==> src/rtl/pin_evt_pkg.sv <==
package pin_evt_pkg;
  typedef enum logic [1:0] {
    POL_HIGH = 2'b00,
    POL_LOW  = 2'b01,
    POL_BOTH = 2'b10,
    POL_RSVD = 2'b11
  } pol_e;

  localparam int NUM_STS  = 2;
  localparam int STS_IRQ  = 0;
  localparam int STS_WAKE = 1;
endpackage

==> src/rtl/evt_detect.sv <==
module evt_detect
  import pin_evt_pkg::*;
(
  input  logic       clk_i,
  input  logic       rst_ni,
  input  logic       level_i,
  input  logic       trig_level_i,
  input  logic [1:0] pol_i,
  output logic       evt_o
);
  logic prev_q, seen_q;
  logic rise, fall;
  pol_e pol;

  always_ff @(posedge clk_i or negedge rst_ni) begin
    if (!rst_ni) begin
      prev_q <= 1'b0;
      seen_q <= 1'b0;
    end else begin
      prev_q <= level_i;
      seen_q <= 1'b1;
    end
  end

  // no edge until one real sample has been taken
  assign rise = seen_q & level_i & ~prev_q;
  assign fall = seen_q & ~level_i & prev_q;
  assign pol  = pol_e'(pol_i);

  always_comb begin
    evt_o = 1'b0;
    if (trig_level_i) begin
      unique case (pol)
        POL_HIGH: evt_o = level_i;
        POL_LOW:  evt_o = ~level_i;
        default:  evt_o = 1'b0;
      endcase
    end else begin
      unique case (pol)
        POL_HIGH: evt_o = rise;
        POL_LOW:  evt_o = fall;
        POL_BOTH: evt_o = rise | fall;
        default:  evt_o = 1'b0;
      endcase
    end
  end
endmodule

==> src/rtl/wake_select.sv <==
module wake_select #(
  parameter int NUM_SLEEP = 3,
  localparam int SEL_W = $clog2(NUM_SLEEP + 1)
) (
  input  logic [SEL_W-1:0]     state_i,
  input  logic [NUM_SLEEP-1:0] wake_en_i,
  output logic                 hit_o
);
  always_comb begin
    hit_o = 1'b0;
    for (int s = 0; s < NUM_SLEEP; s++) begin
      if (state_i == SEL_W'(s + 1)) hit_o = hit_o | wake_en_i[s];
    end
  end
endmodule

==> src/rtl/sticky_bit.sv <==
module sticky_bit (
  input  logic clk_i,
  input  logic rst_ni,
  input  logic set_i,
  input  logic clr_i,
  output logic q_o
);
  always_ff @(posedge clk_i or negedge rst_ni) begin
    if (!rst_ni)    q_o <= 1'b0;
    else if (set_i) q_o <= 1'b1;  // set beats clear
    else if (clr_i) q_o <= 1'b0;
  end
endmodule

==> src/rtl/pin_event_unit.sv <==
module pin_event_unit
  import pin_evt_pkg::*;
#(
  parameter int NUM_SLEEP = 3,
  localparam int SEL_W = $clog2(NUM_SLEEP + 1)
) (
  input  logic                 clk_i,
  input  logic                 rst_ni,
  input  logic                 level_i,
  input  logic                 trig_level_i,
  input  logic [1:0]           pol_sel_i,
  input  logic                 irq_en_i,
  input  logic                 unmask_i,
  input  logic [NUM_SLEEP-1:0] wake_en_i,
  input  logic [SEL_W-1:0]     sleep_state_i,
  input  logic                 clr_irq_i,
  input  logic                 clr_wake_i,
  output logic                 irq_sts_o,
  output logic                 wake_sts_o,
  output logic                 irq_o
);
  logic evt, wake_hit;
  logic [NUM_STS-1:0] sts_set, sts_clr, sts_q;

  evt_detect u_det (
    .clk_i       (clk_i),
    .rst_ni      (rst_ni),
    .level_i     (level_i),
    .trig_level_i(trig_level_i),
    .pol_i       (pol_sel_i),
    .evt_o       (evt)
  );

  wake_select #(.NUM_SLEEP(NUM_SLEEP)) u_wsel (
    .state_i  (sleep_state_i),
    .wake_en_i(wake_en_i),
    .hit_o    (wake_hit)
  );

  assign sts_set[STS_IRQ]  = evt & irq_en_i;
  assign sts_set[STS_WAKE] = evt & wake_hit;
  assign sts_clr[STS_IRQ]  = clr_irq_i;
  assign sts_clr[STS_WAKE] = clr_wake_i;

  for (genvar g = 0; g < NUM_STS; g++) begin : g_sts
    sticky_bit u_bit (
      .clk_i (clk_i),
      .rst_ni(rst_ni),
      .set_i (sts_set[g]),
      .clr_i (sts_clr[g]),
      .q_o   (sts_q[g])
    );
  end

  assign irq_sts_o  = sts_q[STS_IRQ];
  assign wake_sts_o = sts_q[STS_WAKE];
  assign irq_o      = unmask_i & (|sts_q);
endmodule

==> config.mk <==
export PLATFORM = sky130hd
export DESIGN_NAME = pin_event_unit
export DESIGN_NICKNAME = d
export VERILOG_FILES = /design/src/rtl/pin_evt_pkg.sv /design/src/rtl/evt_detect.sv /design/src/rtl/wake_select.sv /design/src/rtl/sticky_bit.sv /design/src/rtl/pin_event_unit.sv
export SDC_FILE = /design/constraint.sdc
export NUM_CORES = 1
export LEC_CHECK = 0
export ABC_AREA = 1
export BUFFER_PORTS_ARGS = -buffer_cell sky130_fd_sc_hd__buf_2
export CORE_AREA = 2 2 39 41
export DETAILED_ROUTE_END_ITERATION = 10
export DIE_AREA = 0 0 41 43
export GPL_TIMING_DRIVEN = 0
export PLACE_DENSITY = 0.49
export SYNTH_ARGS = -nofsm -noshare
export SYNTH_HDL_FRONTEND = slang
export SYNTH_SLANG_ARGS = --single-unit
==> constraint.sdc <==
create_clock -name clk_i -period 2.41 [get_ports clk_i]
set_input_delay 0.482 -clock clk_i [delete_from_list [all_inputs] [get_ports clk_i]]
set_output_delay 0.482 -clock clk_i [all_outputs]
set_load 0.01 [all_outputs]
==> insert_results.sql <==
INSERT INTO impl_metrics (metric_group, metric, value, unit) VALUES
('clock_tree', 'worst_skew_pair.late_latency', '0.23', 'ns'),
('placed_design', 'numPlacedInstances', '72', ''),
('clock_tree', 'post-cts-setup-buffers', '0', ''),
('global_route', 'globalRoute.totalOverflow', '0', ''),
('synth', 'synth.distinct_cells', '9', ''),
('run', 'drv.max_cap_violation_count', '0', ''),
('final_layout', 'area_growth', '52.6', '%'),
('die', 'placeableCoreArea', '1380', 'um2'),
('worst_hold_path', 'min-delay-path-class', 'in -> async', ''),
('clock_tree', 'clock_tree.root_cell', 'sky130_fd_sc_hd__clkbuf_4', ''),
('die', 'die_width', '41', 'um'),
('sta', 'fin_worst_hold_slack', '0.0520', 'ns'),
('final_layout', 'layout.nets', '76', ''),
('final_layout', 'fraction_of_final_layout_cells_sized_beyond_drive_strength_1', '37.3', '%'),
('final_layout', 'layout.cells.non_filler', '75', ''),
('power_and_ir_drop', 'clockPowerShare', '40.4', '%'),
('critical_path', 'cp_endpoint_kind', 'output port', ''),
('route', 'post_drt_wl_per_cell', '7.08', 'um'),
('critical_path', 'cp.required', '1.93', 'ns'),
('global_route', 'grt_first_pass_wirelength', '828', 'um'),
('clock_tree', 'clockBufferDepth', '2', ''),
('sta', 'setup_total_negative_slack', '0', 'ns'),
('critical_path', 'timing.critical_path.from_type', 'register', ''),
('critical_path', 'setup.worst_path.class', 'reg -> out', ''),
('route', 'dr_total_vias', '277', ''),
('critical_path', 'setup.reg_to_reg.worst_slack', '1.56', 'ns'),
('final_layout', 'finish.instance_area', '370', 'um2'),
('power_and_ir_drop', 'power_density', '530', 'nW/um2'),
('power_and_ir_drop', 'power_switching', '0.0481', 'mW'),
('route', 'drt_first_pass_iters', '3', ''),
('power_and_ir_drop', 'power.ir.vdd_worst', '0.132', 'mV'),
('synth', 'ys_warn_count', '0', ''),
('power_and_ir_drop', 'share_of_total_power_consumed_by_net_switching', '24.5', '%'),
('global_route', 'grt_pass1_vias', '241', ''),
('die', 'top_level_ports', '18', ''),
('clock_tree', 'post_cts_resized', '0', ''),
('sta', 'fmaxAchievable', '0.713', 'GHz'),
('clock_tree', 'path_clk_slew', '0.04', 'ns'),
('route', 'ant_nets', '0', ''),
('final_layout', 'finalCoreUtilization', '26.8', '%'),
('outcome', 'status', 'finished clean', ''),
('placed_design', 'hpwl', '455', 'um'),
('global_route', 'groute.usage.overall', '7.55', '%'),
('clock_tree', 'cts.sink_count', '4', ''),
('route', 'detail_route.drc_violations', '0', ''),
('placed_design', 'portBuffers', '17', ''),
('final_layout', 'antenna_cells', '0', ''),
('global_route', 'grt_start_max_net_pins', '5', ''),
('route', 'detailedRoute.firstIterationViolations', '10', ''),
('synth', 'post_synth_inst_count', '39', ''),
('die', 'floorplan.die_area', '1760', 'um2'),
('clock_tree', 'cts-hold-fix-buffers', '0', ''),
('route', 'route.final.wire_length', '531', 'um'),
('power_and_ir_drop', 'total_power', '0.196', 'mW'),
('route', 'vias_per_cell', '3.69', ''),
('critical_path', 'reg_to_reg_start', 'u_det.seen_q$_DFF_PN0_', ''),
('power_and_ir_drop', 'register_share_of_total_power', '39.0', '%'),
('sta', 'count_of_final_setup_violators', '0', ''),
('route', 'met2_routed_wirelength', '246', 'um'),
('sta', 'rsz0062_at_grt', 'false', ''),
('critical_path', 'r2r.worst_path.cells', '6', ''),
('critical_path', 'r2r_end', 'g_sts[0].u_bit.q_o$_DFFE_PN0P_', ''),
('clock_tree', 'cts_made_buffers', '3', ''),
('clock_tree', 'cts_tree', 'done', ''),
('route', 'met3_wire_length', '47', 'um'),
('die', 'floorplan.initialDensity', '17.5', '%'),
('clock_tree', 'clock_tree.htree_level_count', '1', ''),
('critical_path', 'worstPathArrival', '0.92', 'ns'),
('sta', 'final-hold-violation-count', '0', ''),
('die', 'std_cell_rows', '14', ''),
('sta', 'finalCritPeriodShare', '58.2', '%');
## routing by layer
layer | vias up | GRT usage, %
met4 | 0 | 8.00
met5 | - | 0
met2 | 12 | 8.44
met1 | 111 | 8.77
li1 | 154 | -
met3 | 0 | 4.71
## worst max path at each step
stage                  to  slack, ns  cells after the start
floorplan           irq_o       1.30                      1
global placement    irq_o       1.13                      3
detailed placement  irq_o       1.13                      3
CTS                 irq_o        1.0                      2
global route        irq_o       0.95                      2
finish              irq_o       1.01                      2
## area by class of cell
type | count | area [um2]
Fill cell | 165 | 1010
Multi-Input combinational cell | 29 | 120
Sequential cell | 4 | 100
Timing Repair Buffer | 17 | 85.1
Clock buffer | 3 | 22.5
Inverter | 6 | 22.5
Tap cell | 16 | 20.0
## state kept, by name, summed over array words and instances (netlist names)
name and cells:
g_sts.u_bit.q_o 2, u_det.prev_q 1, u_det.seen_q 1
## cell families after synthesis
family	Yosys count	share of synthesized area, %
other cells	1	1.54
buf+inv	6	9.28
compound gates	1	3.09
simple gates	27	44.8
flops	4	41.2
## power groups by stage
stage | clock [mW] | combinational, mW | sequential [mW]
after detailed placement | 0 | 0.0409 | 0.0773
final | 0.0793 | 0.0405 | 0.0766
after global placement | 0 | 0.0408 | 0.0772
after global routing | 0.0904 | 0.0471 | 0.0774
after floorplan | 0 | 0.0172 | 0.0791
after CTS | 0.0826 | 0.0412 | 0.0766
## cell usage after synthesis
cell type	n	area (um2)
sky130_fd_sc_hd__nand2_1	19	71.3
sky130_fd_sc_hd__dfrtp_1	4	100
sky130_fd_sc_hd__inv_2	1	3.75
sky130_fd_sc_hd__nand2_2	1	6.26
sky130_fd_sc_hd__inv_1	5	18.8
sky130_fd_sc_hd__o21a_1	1	7.51
sky130_fd_sc_hd__conb_1	1	3.75
sky130_fd_sc_hd__nand3_1	4	20.0
sky130_fd_sc_hd__nor2_1	3	11.3
## worst max-delay path, cell delays in order, from the launching register on
cell                      delay [ns]
sky130_fd_sc_hd__dfrtp_1        0.38
sky130_fd_sc_hd__o21a_1         0.18
sky130_fd_sc_hd__buf_2          0.13
Power figures use the tool's default switching activity.
